### src/rtl/sc_gpio_pkg.sv
// Shared word indices and decode type for the pin data register bank.
// Assumes a 3-bit word index; the index values are fixed by the software map.
package sc_gpio_pkg;
    localparam int ADDR_W   = 3;
    localparam logic [ADDR_W-1:0] IDX_DIN  = 3'd0;
    localparam logic [ADDR_W-1:0] IDX_DIR  = 3'd1;
    localparam logic [ADDR_W-1:0] IDX_DOUT = 3'd2;
    localparam logic [ADDR_W-1:0] IDX_SET  = 3'd3;
    localparam logic [ADDR_W-1:0] IDX_CLR  = 3'd4;

    typedef struct packed {
        logic din;
        logic dir;
        logic dout;
        logic set;
        logic clr;
    } word_sel_t;
endpackage

### src/rtl/sc_gpio_decode.sv
// Bus decoder: turns the word index into one-hot write selects and a
// read select. It also expands the byte-lane enables into a per-bit mask.
// Assumes a single-cycle bus; a write is accepted when valid and write are high.
module sc_gpio_decode
    import sc_gpio_pkg::*;
#(
    parameter int DATA_W = 32,
    localparam int BE_W  = DATA_W / 8
) (
    input  logic              clk,
    input  logic              rst_n,
    input  logic              bus_valid,
    input  logic              bus_write,
    input  logic [ADDR_W-1:0] bus_addr,
    input  logic [BE_W-1:0]   bus_be,
    output word_sel_t         wr_sel,
    output word_sel_t         rd_sel,
    output logic [DATA_W-1:0] bit_mask
);
    logic wr_go;

    // Accept a write only on a valid write access.
    assign wr_go = bus_valid & bus_write;

    // Read select from the index alone.
    always_comb begin
        rd_sel      = '0;
        rd_sel.din  = (bus_addr == IDX_DIN);
        rd_sel.dir  = (bus_addr == IDX_DIR);
        rd_sel.dout = (bus_addr == IDX_DOUT);
        rd_sel.set  = (bus_addr == IDX_SET);
        rd_sel.clr  = (bus_addr == IDX_CLR);
    end

    // Write select: input word is read only, so its strobe is never raised.
    always_comb begin
        wr_sel      = '0;
        wr_sel.dir  = wr_go & rd_sel.dir;
        wr_sel.dout = wr_go & rd_sel.dout;
        wr_sel.set  = wr_go & rd_sel.set;
        wr_sel.clr  = wr_go & rd_sel.clr;
    end

    // Expand each lane enable over its eight bits (little-endian lanes).
    for (genvar g = 0; g < BE_W; g++) begin : g_lane
        assign bit_mask[8*g +: 8] = {8{bus_be[g]}};
    end

    // At most one register is written per cycle.
    p_one_target_r9: assert property (@(posedge clk) disable iff (!rst_n)
        $onehot0(wr_sel));

    // No write select without a valid strobe.
    p_no_write_idle_r11: assert property (@(posedge clk) disable iff (!rst_n)
        !bus_valid |-> (wr_sel == '0));
endmodule

### src/rtl/sc_gpio_word_reg.sv
// One register word that can be replaced under a bit mask, or have bits set
// or cleared under that mask. Used for both the output data and the direction word.
// Assumes at most one of wr_en, set_en and clr_en is high in any cycle.
module sc_gpio_word_reg #(
    parameter int               DATA_W    = 32,
    parameter logic [DATA_W-1:0] RESET_VAL = '0
) (
    input  logic              clk,
    input  logic              rst_n,
    input  logic              wr_en,
    input  logic              set_en,
    input  logic              clr_en,
    input  logic [DATA_W-1:0] mask,
    input  logic [DATA_W-1:0] data,
    output logic [DATA_W-1:0] q
);
    logic [DATA_W-1:0] hit;
    logic [DATA_W-1:0] q_next;

    // Bits selected by both the data and the lane mask.
    assign hit = data & mask;

    // Next-value selection for direct, set and clear updates.
    always_comb begin
        q_next = q;
        if (wr_en)  q_next = (q & ~mask) | hit;
        if (set_en) q_next = q | hit;
        if (clr_en) q_next = q & ~hit;
    end

    // State register with synchronous reset.
    always_ff @(posedge clk) begin
        if (!rst_n) q <= RESET_VAL;
        else        q <= q_next;
    end

    // Reset value is loaded.
    p_reset_val_r1: assert property (@(posedge clk)
        !rst_n |=> (q == RESET_VAL));

    // Set alias raises the selected bits.
    p_set_hits_r3: assert property (@(posedge clk) disable iff (!rst_n)
        set_en |=> ((q & $past(hit)) == $past(hit)));

    // Set alias keeps the unselected bits.
    p_set_keeps_r10: assert property (@(posedge clk) disable iff (!rst_n)
        set_en |=> ((q & ~$past(hit)) == ($past(q) & ~$past(hit))));

    // Clear alias drops the selected bits.
    p_clr_hits_r4: assert property (@(posedge clk) disable iff (!rst_n)
        clr_en |=> ((q & $past(hit)) == '0));

    // Clear alias keeps the unselected bits.
    p_clr_keeps_r10: assert property (@(posedge clk) disable iff (!rst_n)
        clr_en |=> ((q & ~$past(hit)) == ($past(q) & ~$past(hit))));

    // Direct write leaves disabled lanes alone.
    p_wr_lanes_r2: assert property (@(posedge clk) disable iff (!rst_n)
        wr_en |=> ((q & ~$past(mask)) == ($past(q) & ~$past(mask))));

    // No strobe, no change.
    p_hold_r11: assert property (@(posedge clk) disable iff (!rst_n)
        !(wr_en || set_en || clr_en) |=> $stable(q));
endmodule

### src/rtl/sc_gpio_in_sync.sv
// Two-flop capture of the pad levels into the input word.
// Assumes pad_in may be asynchronous; the second stage is the readable word.
module sc_gpio_in_sync #(
    parameter int DATA_W = 32
) (
    input  logic              clk,
    input  logic              rst_n,
    input  logic [DATA_W-1:0] pad_in,
    output logic [DATA_W-1:0] din_q
);
    logic [DATA_W-1:0] meta_q;

    // Two-stage synchronizer with synchronous reset.
    always_ff @(posedge clk) begin
        if (!rst_n) begin
            meta_q <= '0;
            din_q  <= '0;
        end else begin
            meta_q <= pad_in;
            din_q  <= meta_q;
        end
    end

    // Input word equals the pad level two edges earlier.
    p_two_edge_lat_r8: assert property (@(posedge clk) disable iff (!rst_n)
        ($past(rst_n) && $past(rst_n, 2)) |-> (din_q == $past(pad_in, 2)));
endmodule

### src/rtl/sc_gpio_bank.sv
// Pin data register bank: output data word with set/clear aliases, a direction
// word (1 = input), and a synchronized input word, on a single-cycle register bus.
// Assumes bus_rdata is sampled by the host in the cycle bus_addr is presented.
module sc_gpio_bank
    import sc_gpio_pkg::*;
#(
    parameter int DATA_W = 32,
    localparam int BE_W  = DATA_W / 8
) (
    input  logic              clk,
    input  logic              rst_n,
    input  logic              bus_valid,
    input  logic              bus_write,
    input  logic [ADDR_W-1:0] bus_addr,
    input  logic [BE_W-1:0]   bus_be,
    input  logic [DATA_W-1:0] bus_wdata,
    output logic [DATA_W-1:0] bus_rdata,
    input  logic [DATA_W-1:0] pad_in,
    output logic [DATA_W-1:0] pad_out,
    output logic [DATA_W-1:0] pad_drive_en
);
    word_sel_t         wr_sel;
    word_sel_t         rd_sel;
    logic [DATA_W-1:0] bit_mask;
    logic [DATA_W-1:0] dout_q;
    logic [DATA_W-1:0] dir_q;
    logic [DATA_W-1:0] din_q;

    sc_gpio_decode #(.DATA_W(DATA_W)) u_decode (
        .clk       (clk),
        .rst_n     (rst_n),
        .bus_valid (bus_valid),
        .bus_write (bus_write),
        .bus_addr  (bus_addr),
        .bus_be    (bus_be),
        .wr_sel    (wr_sel),
        .rd_sel    (rd_sel),
        .bit_mask  (bit_mask)
    );

    sc_gpio_word_reg #(.DATA_W(DATA_W), .RESET_VAL('0)) u_dout (
        .clk    (clk),
        .rst_n  (rst_n),
        .wr_en  (wr_sel.dout),
        .set_en (wr_sel.set),
        .clr_en (wr_sel.clr),
        .mask   (bit_mask),
        .data   (bus_wdata),
        .q      (dout_q)
    );

    sc_gpio_word_reg #(.DATA_W(DATA_W), .RESET_VAL('1)) u_dir (
        .clk    (clk),
        .rst_n  (rst_n),
        .wr_en  (wr_sel.dir),
        .set_en (1'b0),
        .clr_en (1'b0),
        .mask   (bit_mask),
        .data   (bus_wdata),
        .q      (dir_q)
    );

    sc_gpio_in_sync #(.DATA_W(DATA_W)) u_sync (
        .clk    (clk),
        .rst_n  (rst_n),
        .pad_in (pad_in),
        .din_q  (din_q)
    );

    // Pad drive: data always presented, driver on where direction bit is 0.
    assign pad_out      = dout_q;
    assign pad_drive_en = ~dir_q;

    // Read mux; both aliases mirror the output data word, unmapped reads 0.
    always_comb begin
        bus_rdata = '0;
        if (rd_sel.din)                           bus_rdata = din_q;
        if (rd_sel.dir)                           bus_rdata = dir_q;
        if (rd_sel.dout | rd_sel.set | rd_sel.clr) bus_rdata = dout_q;
    end

    // Pad data only moves when the output data word was targeted.
    p_pad_quiet_r9: assert property (@(posedge clk) disable iff (!rst_n)
        !(wr_sel.dout || wr_sel.set || wr_sel.clr) |=> $stable(pad_out));

    // Driver enables only move on a direction write.
    p_drive_quiet_r6: assert property (@(posedge clk) disable iff (!rst_n)
        !wr_sel.dir |=> $stable(pad_drive_en));
endmodule

### config.mk
export PLATFORM = sky130hd
export DESIGN_NAME = sc_gpio_bank
export DESIGN_NICKNAME = d
export VERILOG_FILES = /design/src/rtl/sc_gpio_pkg.sv /design/src/rtl/sc_gpio_decode.sv /design/src/rtl/sc_gpio_word_reg.sv /design/src/rtl/sc_gpio_in_sync.sv /design/src/rtl/sc_gpio_bank.sv
export SDC_FILE = /design/constraint.sdc
export NUM_CORES = 1
export LEC_CHECK = 0
export BUFFER_PORTS_ARGS = -buffer_cell sky130_fd_sc_hd__buf_4
export CAP_MARGIN = 5
export CORE_MARGIN = 4
export CORE_UTILIZATION = 46
export DETAILED_ROUTE_END_ITERATION = 8
export GPL_TIMING_DRIVEN = 0
export MAX_ROUTING_LAYER = met4
export PLACE_DENSITY = 0.74
export SYNTH_ARGS = -nofsm -noshare
export SYNTH_HDL_FRONTEND = slang
export SYNTH_SLANG_ARGS = --single-unit
### constraint.sdc
create_clock -name clk -period 1.4 [get_ports clk]
set_clock_uncertainty 0.15 [all_clocks]
set_input_delay 0.28 -clock clk [delete_from_list [all_inputs] [get_ports clk]]
set_output_delay 0.28 -clock clk [all_outputs]
set_load 0.05 [all_outputs]
# ---- Yosys cells after proc, flatten, opt, wreduce, memory -nomap -nowiden
# Index checks and enable logic that the tools add are counted.
dict set report op_classes {
  n_eq_ne 4
  mux 6
  bitwise_logic 17
  reduce_logical 2
}
# op n
set ops {}
lappend ops {{32-bit two-way mux} 6}
lappend ops {{32-bit AND} 4}
lappend ops {{32-bit NOT} 3}
lappend ops {{32-bit bitwise OR} 3}
lappend ops {{3-bit by 2-bit == test with 1-bit output (second input constant)} 2}
lappend ops {{1-bit AND} 5}
lappend ops {{3-bit by 1-bit == test with 1-bit output (second input constant)} 1}
lappend ops {{3-bit == test (second input constant)} 1}
lappend ops {{3-bit logical NOT} 1}
lappend ops {{3-bit nonzero test} 1}
lappend ops {{1-bit bitwise OR} 2}
dict set report word_totals {
  regBits 128
  inputBits 75
  output_inout_bits 96
  elab_cells 33
}

# ---- Logic depth before layout (Yosys ltp)
# Gate-level depths: netlist of the first run.
dict set report depth {
  depth_word 6
  mapped_depth 7
}

# ---- Modules after synthesis
# Synthesis of the first run repeated with hierarchy kept, for this count alone.
dict set report unflattened {
  hier_cells 781
  area_unflattened_um2 6824.0
}
# module instances cells_each area_per_inst_um2
set by_module_without_submodules {}
lappend by_module_without_submodules {{sc_gpio_word_reg at u_dout} 1 244 2042.0}
lappend by_module_without_submodules {{sc_gpio_word_reg at u_dir} 1 210 1795.5}
lappend by_module_without_submodules {sc_gpio_in_sync 1 134 1791.7}
lappend by_module_without_submodules {sc_gpio_bank 1 146 873.3}
lappend by_module_without_submodules {sc_gpio_decode 1 47 321.6}

# ---- Worst setup path after synthesis of the first run
# No wires, ideal clock.
dict set report synth_timing {
  path_kind {input to output}
  start {input bus_addr[2]}
  end {output bus_rdata[1]}
  t_arrival_ns 1.897
  required_ns 0.970
  path_slack_ns -0.927
  path_stages 3
  n_path_buf 1
  path_cell_list {or2_2 -> clkbuf_1 -> o21ai_0}
}
dict set report synth_between {
  elab_chain_cells 4
  elab_cells_between_ends 10
  classes_between {eq/ne (4); mux (3); bitwise (2); reduce/logical (1)}
}
# element line_no
set synth_lines {}
lappend synth_lines {{from (decl)} sc_gpio_bank.sv:14} ;# input logic [ADDR_W-1:0] bus_addr,
lappend synth_lines {{3-bit by 2-bit == test with 1-bit output (tied with other cells)} sc_gpio_decode.sv:30} ;# rd_sel.dout = (bus_addr == IDX_DOUT);
lappend synth_lines {{1-bit bitwise OR or 32-bit two-way mux (tied branches)} {sc_gpio_bank.sv:79, sc_gpio_bank.sv:77}}
lappend synth_lines {{1-bit bitwise OR or 32-bit two-way mux (tied branches)} {sc_gpio_bank.sv:79, sc_gpio_bank.sv:78}}
lappend synth_lines {{32-bit two-way mux *} sc_gpio_bank.sv:79} ;# if (rd_sel.dout | rd_sel.set | rd_sel.clr) bus_rdata = dout_q;
lappend synth_lines {{to (decl)} sc_gpio_bank.sv:17} ;# output logic [DATA_W-1:0] bus_rdata,
# Mark *: on every way between the ends. The rest lies on a longest branch, timed or not.

# ---- Worst setup path after layout of the first run
dict set report layout_timing {
  start {input bus_addr[2]}
  end {output bus_rdata[9]}
}
# The elaborated chain is that of the path after synthesis.

==> metrics, run 1 <==
status=finished, violations left; violated checks=setup timing; largest net degree at the start of global routing=17; ratio of cells with drive above 1 in the final layout=0.5117; die area=about 13000 um^2; Pleak=4.429 nW; Clock Power Share=0.487; CTS tree=done; initial cell density of the core=0.4753; final wirelength=21160 um; Hold Violations, Final=0; critical path class=input pin to primary output; Final Cell Area=roughly 10000 um^2; Main synth FF type=dfxtp_1; min Tclk post-route=1.879 ns; post-synthesis net count=644; crit path max fanout=5; async set-reset flop share out of synthesis=0; Synth Instances=between 500 and 600; clock tree buffer depth=2; clk sink count=128; Slew Viols, Final=0; P_sw=2.614 mW; H-tree level count=4; Int Pwr=7.841 mW; Max Freq=532.1 MHz; detailed placement HPWL=11430 um; Worst setup EP type=primary output; number of DRC markers in iteration 0=424; vias in the first global route=about 5700; setup ws final=-0.4793 ns; period utilisation layout=1.342; antenna cell count=0; drt wl/cell=21.33 um; unrepaired setup endpoints after global routing=yes; PD cells=1064 nW/um^2; total gr overflow=0; leading cell type in the layout, fill and taps excluded=nand2_1; Remaining DRCs=0; DP Worst Slack=-0.5534 ns; actual slew at the worst max-slew pin=between 0.6 and 0.7 ns; commonest cells after routing, fill and taps aside=96 x nand2_1, 83 x buf_4, 65 x and2_1; first-pass iteration count of the detailed router=8; antenna-violating nets left=0; gr usage total=0.3069; # port buffers=170; fillers=428; row count=38; Tot Pwr=~10 mW; P&R area growth vs syn=88.23%; Unique masters post-synth=24; die width=114.5 um; HP Class=input pin to register; Data required, critical path=0.97 ns; die height=114.5 um; sequential fraction of the synthesis area=0.4909; io pins=171; clock edge transition at the registers on the reported setup and hold paths=0.06 ns; Sequential Area=2743 um^2; Synth Cell Area=5220 um^2; MaxCap Viol Count=0; Slew headroom=0.5903; vias per cell=approximately 5.6; sequential share of power=0.359; crit path DAT=1.45 ns; EDFF count, synth=0; total core area=10980 um^2; first-pass GRT wire length=~30000 um; Clk Latency, worst-skew pair=~0.43 ns; part of the power in combinational logic=0.154; Final #Nets=914; initial antenna violation count=0; placed cell area=7173 um^2; Synth Area per Inst=9.174 um^2; GPL Wtd Cong=0.8241; cts bufs inserted=17; Core Util, Final=0.8946; Layout Cells excl Fill=about 1000; clock root buffer master=clkbuf_16; startpoint types=input pin; Sw Share=0.2500; footprint of the multi-input gates=3075 um^2; Warnings, synthesis=0; Peak supply drop=~1.1 mV; post-synthesis register bit count=~130; Placed Cells incl. Taps=879; Vias=5578; Final setup viols=53
==> final timing paths <==
check / startpoint / cells past startpoint / slack, ns / to
min reg2reg: u_sync.meta_q[6] / 1 / 0.28 / u_sync.din_q[6]
max: bus_addr[2] / 9 / -0.48 / bus_rdata[9]
max reg2reg: u_dout.q[3] / 2 / 0.32 / u_dout.q[3]
min: rst_n / 2 / 0.11 / u_sync.din_q[3]
==> synth_stat cells, types with 6 or more instances <==
cell | n | area share
buf_2 | 6 | 0.0058
and2_1 | 65 | 0.078
clkbuf_1 | 16 | 0.012
o21ai_0 | 28 | 0.027
dfxtp_1 | 128 | 0.49
inv_1 | 33 | 0.024
nand2_1 | 128 | 0.092
a31oi_1 | 32 | 0.038
buf_4 | 6 | 0.0086
nand4b_1 | 32 | 0.054
mux2i_1 | 64 | 0.12
==> power groups by stage <==
| stage | clock network (mW) | registers, mW | logic [mW] |
|---|---|---|---|
| 6_report | 5.09 | 3.75 | 1.61 |
| 5_1_grt | 5.27 | 3.76 | 1.67 |
| 4_1_cts | 5.06 | 3.77 | 1.50 |
| 3_5_place_dp | 0 | 3.87 | 1.15 |
| 3_3_place_gp | 0 | 3.86 | 1.13 |
| 2_1_floorplan | 0 | 3.90 | 0.688 |
==> stage by stage <==
step | hold WS [ns] | TNS, ns
3_3_place_gp | 0.2641 | -39.44
2_1_floorplan | 0.2551 | -6.968
5_1_grt | 0.1040 | -14.62
3_5_place_dp | 0.2679 | -42.03
4_1_cts | 0.1108 | -12.45
6_report | 0.1053 | -13.42
==> repair_timing <==
action	in CTS	in global routing
hold endpoints to repair	91	0
resized for setup	273	100
hold buffers	64	0
gates cloned	4	1
setup buffers	8	8
pin swaps	23	6
setup endpoints to repair	97	141
==> layer usage <==
metal / GRT usage / up-vias / share of wire
met1: 0.3427 / 2674 / 0.36
met3: 0.06607 / 98 / 0.076
met2: 0.5305 / 346 / 0.51
met4: 0.1259 / 0 / 0.048
met5: - / - / 0
li1: - / 2460 / -
==> worst max-delay path: stages <==
cell	delay (ns)
buf_8	0.11
nor3b_4	0.14
or2_1	0.21
buf_6	0.16
buf_12	0.13
buf_16	0.14
nand2_4	0.06
o21ai_4	0.05
buf_6	0.16
==> cell type report <==
| type | instances | share of cell area |
|---|---|---|
| Buffer | 34 | 0.03362 |
| Tap cell | 140 | 0.01783 |
| Multi-Input combinational cell | 371 | 0.3130 |
| Timing Repair Buffer | 254 | 0.2743 |
| Clock inverter | 13 | 0.02394 |
| Clock buffer | 19 | 0.04508 |
| Sequential cell | 128 | 0.2791 |
| Inverter | 33 | 0.01312 |
==> kinds of logic (layout without fill, tap and decap cells) <==
kind of cell           count (synthesis)  after routing  synth area share
multiplexers                          64             64            0.1227
buffers and inverters                 70            353           0.06256
AO/OA/AOI/OAI                         69             69           0.07646
AND/OR/NAND/NOR                      238            238            0.2474
flip-flops                           128            128            0.4909
No activity file was read; power rests on OpenSTA's default activity.
==> inputs of run 2 (changes only) <==
--- a/config.mk
+++ b/config.mk
@@ -8,11 +8,11 @@
 export BUFFER_PORTS_ARGS = -buffer_cell sky130_fd_sc_hd__buf_4
 export CAP_MARGIN = 5
 export CORE_MARGIN = 4
-export CORE_UTILIZATION = 46
+export CORE_UTILIZATION = 54
 export DETAILED_ROUTE_END_ITERATION = 8
 export GPL_TIMING_DRIVEN = 0
 export MAX_ROUTING_LAYER = met4
-export PLACE_DENSITY = 0.74
+export PLACE_DENSITY = 0.81
 export SYNTH_ARGS = -nofsm -noshare
 export SYNTH_HDL_FRONTEND = slang
 export SYNTH_SLANG_ARGS = --single-unit
==> constraint.sdc (replaced) <==
create_clock -name clk -period 2.4 [get_ports clk]
set_clock_uncertainty 0.15 [all_clocks]
set_input_delay 0.48 -clock clk [delete_from_list [all_inputs] [get_ports clk]]
set_output_delay 0.48 -clock clk [all_outputs]
set_load 0.05 [all_outputs]
==> run 2 against run 1 <==
  * The flow now finishes without violations
  * Via count decreased by 13%
  * Clock power decreased by 53%
  * First-iteration DRC count decreased by 29%
  * Non-clock buffer count decreased by 81
  * Global-route usage decreased by 3.1 points
  * Critical path type unchanged
==> metrics, run 2 (synthesis results as in run 1) <==
status=finished clean (was finished, violations left); io pins=171 (unchanged); Final setup viols=0 (was 53); Setup Total Neg Slack=0 ns (was -13.42 ns); Register-to-Register Path Depth=2 (unchanged); Hold Violations, Final=0 (unchanged); initial cell density of the core=0.5596 (was 0.4753); period utilisation layout=0.9683; Remaining DRCs=0 (unchanged); total core area=9328 um^2 (was 10980 um^2); Vias=4874 (was 5578); Final #Nets=833 (was 914); H-tree level count=4 (unchanged); CP dominant cell by count=buf_4 (was buf_6); antenna-violating nets left=0 (unchanged); Placed Cells incl. Taps=868 (was 879); min Tclk post-route=2.324 ns; Clk Latency, worst-skew pair=0.50 ns (was 0.43 ns); P_sw=1.358 mW (was 2.614 mW); startpoint types=input pin (unchanged); Peak supply drop=0.5111 mV (was 1.052 mV); Critical-path top delay cell=or2_2 (was or2_1); die width=106.3 um (was 114.5 um); crit-path max cell delay=0.35 ns (was 0.21 ns); MaxCap Viol Count=0 (unchanged); CTS tree=done (unchanged); Slew Viols, Final=0 (unchanged); antenna cell count=0 (unchanged); die height=106.3 um (was 114.5 um); Data required, critical path=1.77 ns (was 0.97 ns); Int Pwr=3.812 mW (was 7.841 mW); Final Cell Area=7239 um^2 (was 9826 um^2); ratio of cells with drive above 1 in the final layout=0.2983 (was 0.5117); initial antenna violation count=0 (unchanged); # port buffers=170 (unchanged); drt wl/cell=16.88 um (was 21.33 um); Core Util, Final=0.7761 (was 0.8946); setup slack, reg-to-reg=1.42 ns (was 0.32 ns); PD cells=714.2 nW/um^2 (was 1064 nW/um^2); crit path launch=bus_addr[2] (unchanged); detailed placement HPWL=10920 um (was 11430 um); row count=35 (was 38); crit path cell chain=buf_4 > or2_2 > clkbuf_2 > o21ai_0 > buf_4 (was buf_8 > nor3b_4 > or2_1 > buf_6 > buf_12 > buf_16 > nand2_4 > o21ai_4 > buf_6); unrepaired setup endpoints after global routing=no (was yes); crit path DAT=1.69 ns (was 1.45 ns); Sw Share=0.2627 (was 0.2500); number of DRC markers in iteration 0=303 (was 424); Worst Setup EP=bus_rdata[2] (was bus_rdata[9]); Clock Power Share=0.458 (was 0.487); clock root buffer master=clkbuf_8 (was clkbuf_16); actual slew at the worst max-slew pin=0.6998 ns (was 0.6146 ns); clk sink count=128 (unchanged); critical path class=input pin to primary output (unchanged); final wirelength=15190 um (was 21160 um); leading cell type in the layout, fill and taps excluded=buf_4 (was nand2_1); hold-fix buffer count after cts=0 (was 64); die area=11300 um^2 (was 13120 um^2); largest net degree at the start of global routing=17 (unchanged); total gr overflow=0 (unchanged); gr usage total=0.2759 (was 0.3069); commonest cells after routing, fill and taps aside=173 x buf_4, 128 x nand2_1, 128 x dfxtp_1 (was 96 x nand2_1, 83 x buf_4, 65 x and2_1); first-pass GRT wire length=24020 um (was 30170 um); FF-to-FF End=u_dout.q[27] (was u_dout.q[3]); Slew headroom=0.5314 (was 0.5903); sequential share of power=0.428 (was 0.359); Layout Cells excl Fill=900 (was 992); GPL Wtd Cong=0.8646 (was 0.8241); HP Class=input pin to register (unchanged); cts bufs inserted=17 (unchanged); r2r startpoint=u_dout.q[27] (was u_dout.q[3]); vias per cell=5.416 (was 5.623); placed cell area=6658 um^2 (was 7173 um^2); fillers=667 (was 428); crit path max fanout=10 (was 5); Pleak=3.614 nW (was 4.429 nW); part of the power in combinational logic=0.114 (was 0.154); vias in the first global route=4808 (was 5734); first-pass iteration count of the detailed router=5 (was 8); clock edge transition at the registers on the reported setup and hold paths=0.06 ns (about the same); Max Freq=430.3 MHz; Worst setup EP type=primary output (unchanged); clock tree buffer depth=2 (unchanged); P&R area growth vs syn=38.69% (was 88.23%)
## run 2: timing repair
action	CTS	global route
setup buffers	1	0
resized for setup	2	12
pin swaps	1	0
setup endpoints to repair	30	26
## run 2: per-layer routing
metal,vias up,GRT usage,wire length [um]
li1,2293,-,-
met1,2308,0.3354,6032
met2,245,0.4570,7576
met3,28,0.05768,1279
met4,0,0.09436,302
met5,-,-,0
## run 2: worst min path at each step
stage	from	slack [ns]	depth (start not counted)	end
2_1_floorplan	u_sync.meta_q[0]	0.26	1	u_sync.din_q[0]
3_3_place_gp	u_sync.meta_q[25]	0.26	1	u_sync.din_q[25]
3_5_place_dp	u_sync.meta_q[14]	0.27	1	u_sync.din_q[14]
4_1_cts	pad_in[20]	0.02	2	u_sync.meta_q[20]
5_1_grt	pad_in[22]	0.01	2	u_sync.meta_q[22]
6_report	pad_in[16]	0.03	2	u_sync.meta_q[16]
## run 2: metrics by stage
step | power, mW | hold slack [ns] | setup slack, ns
after floorplan | 2.590 | 0.2557 | -0.3275
after global placement | 2.824 | 0.2636 | -0.03857
after detailed placement | 2.838 | 0.2669 | -0.04216
after CTS | 5.189 | 0.01655 | 0.0001111
after global routing | 5.343 | 0.01114 | 0.03313
final | 5.170 | 0.02967 | 0.07601
## run 2: layout make-up
cell class	count	area, um^2	area share
buffer	36	217.7	0.03007
sequential	128	2562	0.3540
multi-input combinational	371	2333	0.3223
clock inverter	14	135.1	0.01867
timing repair buffer	171	1287	0.1778
inverter	33	123.9	0.01711
clock buffer	18	417.9	0.05773
tap	129	161.4	0.02230
## run 2: critical path, delay by kind of cell
family	cells	cell delay (ns)
buffers and inverters	3	0.60
AND/OR/NAND/NOR	1	0.35
AO/OA/AOI/OAI	1	0.26
## run 2: power groups by stage
| stage | Sequential (mW) | Combinational, mW | Clock [mW] |
|---|---|---|---|
| final | 2.21 | 0.592 | 2.37 |
| after global routing | 2.21 | 0.628 | 2.50 |
| after CTS | 2.21 | 0.587 | 2.39 |
| after detailed placement | 2.26 | 0.581 | 0 |
| after global placement | 2.25 | 0.571 | 0 |
| after floorplan | 2.27 | 0.318 | 0 |
==> inputs of run 3 (changes only) <==
==> constraint.sdc (replaced) <==
create_clock -name clk -period 2.4 [get_ports clk]
set_clock_uncertainty 0.15 [all_clocks]
set_input_delay 0.6 -clock clk [delete_from_list [all_inputs] [get_ports clk]]
set_output_delay 0.6 -clock clk [all_outputs]
set_load 0.05 [all_outputs]
==> run 3 against run 2 <==
  * The run now ends with setup timing left
  * Sequential share of layout area down 2.5 points
  * Global-route usage up 1.6 points
  * Power up 10%
  * First-iteration DRC count up 15%
  * Cell count up 0.67%
  * Final area up 7.6%
  * Die area unchanged
  * Via count up 3.6%
  * Wire length up 9.1%
  * Sequential power about the same
  * Clock power up 18%
  * Critical path type unchanged
==> metrics, run 3 (synthesis results as in run 1) <==
die area=11300 um^2 (unchanged); HP Class=input pin to register (unchanged); Data required, critical path=1.65 ns (was 1.77 ns); initial antenna violation count=0 (unchanged); Worst setup EP type=primary output (unchanged); part of the power in combinational logic=0.121 (was 0.114); Slew headroom=0.4627 (was 0.5314); first-pass GRT wire length=25320 um (was 24020 um); actual slew at the worst max-slew pin=0.8024 ns (was 0.6998 ns); DP Worst Slack=-0.2570 ns (was -0.04216 ns); hold-fix buffer count after cts=0 (unchanged); antenna cell count=0 (unchanged); critical path class=input pin to primary output (unchanged); Max Freq=401.9 MHz (was 430.3 MHz); WHS Path Cells=2 (unchanged); placed cell area=6658 um^2 (unchanged); # port buffers=170 (unchanged); Slew Viols, Final=0 (unchanged); setup slack, reg-to-reg=1.39 ns (was 1.42 ns); Sw Share=0.2431 (was 0.2627); Remaining DRCs=0 (unchanged); io pins=171 (unchanged); WHS=0.1355 ns (was 0.02967 ns); row count=35 (unchanged); r2r startpoint=u_dout.q[17] (was u_dout.q[27]); clock edge transition at the registers on the reported setup and hold paths=0.06 ns (about the same); status=finished, violations left (was finished clean); number of DRC markers in iteration 0=349 (was 303); CTS tree=done (unchanged); P&R area growth vs syn=49.23% (was 38.69%); crit path DAT=1.74 ns (was 1.69 ns); routing usage on met1=0.3275 (was 0.3354); total core area=9328 um^2 (unchanged); GPL Wtd Cong=0.8942 (was 0.8646); clk sink count=128 (unchanged); P_sw=1.384 mW (was 1.358 mW); H-tree level count=4 (unchanged); period utilisation layout=1.037 (was 0.9683); leading cell type in the layout, fill and taps excluded=buf_4 (unchanged); busiest grt layer=met2 (unchanged); Final Cell Area=7790 um^2 (was 7239 um^2); Clk Latency, worst-skew pair=0.52 ns (was 0.50 ns); first-pass iteration count of the detailed router=5 (unchanged); worst hold endpoint=u_sync.meta_q[17] (was u_sync.meta_q[16]); sequential share of power=0.389 (was 0.428); crit path max fanout=6 (was 10); gr usage total=0.2915 (was 0.2759); met2 Use GR=0.4950 (was 0.4570); Final #Nets=839 (was 833); startpoint types=input pin (unchanged); Peak supply drop=0.4430 mV (was 0.5111 mV); unrepaired setup endpoints after global routing=yes (was no); drt wl/cell=18.29 um (was 16.88 um); clock root buffer master=clkbuf_8 (unchanged); Hold Startpoint=pad_in[17] (was pad_in[16]); MaxCap Viol Count=0 (unchanged); Pleak=3.865 nW (was 3.614 nW); setup ws final=-0.08819 ns (was 0.07601 ns); commonest cells after routing, fill and taps aside=143 x buf_4, 128 x dfxtp_1, 104 x nand2_1 (was 173 x buf_4, 128 x nand2_1, 128 x dfxtp_1); total gr overflow=0 (unchanged); fillers=517 (was 667); violated checks=setup timing; Setup Total Neg Slack=-0.7466 ns (was 0 ns); vias in the first global route=5158 (was 4808); largest net degree at the start of global routing=17 (unchanged); Int Pwr=4.309 mW (was 3.812 mW); Placed Cells incl. Taps=868 (unchanged); FF-to-FF End=u_dout.q[17] (was u_dout.q[27]); die width=106.3 um (unchanged); vias per cell=5.572 (was 5.416); Final setup viols=12 (was 0); Hold Violations, Final=0 (unchanged); final wirelength=16580 um (was 15190 um); min Tclk post-route=2.488 ns (was 2.324 ns); Clock Power Share=0.490 (was 0.458); Layout Cells excl Fill=906 (was 900); Vias=5048 (was 4874); antenna-violating nets left=0 (unchanged); cts bufs inserted=17 (unchanged); initial cell density of the core=0.5596 (unchanged); PD cells=730.8 nW/um^2 (was 714.2 nW/um^2); clock tree buffer depth=2 (unchanged); detailed placement HPWL=10780 um (was 10920 um); M3 GR Usage=0.07954 (was 0.05768); Register-to-Register Path Depth=2 (unchanged); ratio of cells with drive above 1 in the final layout=0.3745 (was 0.2983); die height=106.3 um (unchanged)
run 3: cell types whose count changed in the layout (fill, tap and decap cells not counted), moves of 4 or more:
cell       change
nand2_1       -24
o21ai_0       -19
o21ai_1       -11
buf_6         +33
nand2_2       +20
o21ai_2       +30
buf_4         -30
nand2_4        +4
bufinv_16      +4
run 3: how the worst max path moves through the flow:
stage	cells past startpoint	from	slack, ns	endpoint
2_1_floorplan	3	bus_addr[2]	-0.21	bus_rdata[10]
3_3_place_gp	8	bus_addr[1]	-0.25	bus_rdata[26]
3_5_place_dp	8	bus_addr[1]	-0.26	bus_rdata[16]
4_1_cts	8	bus_addr[2]	-0.04	bus_rdata[4]
5_1_grt	8	bus_addr[1]	-0.13	bus_rdata[3]
6_report	8	bus_addr[2]	-0.09	bus_rdata[1]
run 3: power by group through the flow:
stage	Sequential (mW)	Combinational (mW)	Clock (mW)
finish	2.21	0.688	2.79
detailed placement	2.26	0.583	0
global placement	2.25	0.575	0
floorplan	2.27	0.322	0
global route	2.22	0.722	2.90
CTS	2.21	0.672	2.79
run 3: critical path, stage by stage:
cell and delay (ns):
buf_8 0.10, nor3b_4 0.15, or2_4 0.31, buf_12 0.15, buf_8 0.13, nand2_2 0.08
o21ai_2 0.06, buf_6 0.16
run 3: metal layers:
metal / vias up / wire (um)
met5: - / 0
met4: 0 / 334
met3: 36 / 1251
met2: 277 / 8685
met1: 2422 / 6303
li1: 2313 / -
run 3: cell type report:
cell class / count / area, um^2 / area share
clock inverters: 12 / 209.0 / 0.02682
plain buffers: 35 / 244.0 / 0.03132
multi-input cells: 371 / 2534 / 0.3252
flip-flops and latches: 128 / 2562 / 0.3289
repair buffers: 178 / 1520 / 0.1951
well taps: 129 / 161.4 / 0.02072
clock buffers: 20 / 435.4 / 0.05589
inverters: 33 / 123.9 / 0.01590
run 3: what timing repair did:
action	CTS	global route
setup endpoints to repair	32	32
endpoints found under the hold margin	0	0
buffers inserted	6	1
gates resized for setup	85	35
pin swaps	2	2
cloned	3	0
run 3: per-stage QoR:
step           utilization  total power [mW]
2_1_floorplan            -             2.594
3_3_place_gp        0.7137             2.827
3_5_place_dp        0.7137             2.838
4_1_cts             0.8259             5.673
5_1_grt             0.8351             5.843
6_report            0.8351             5.693
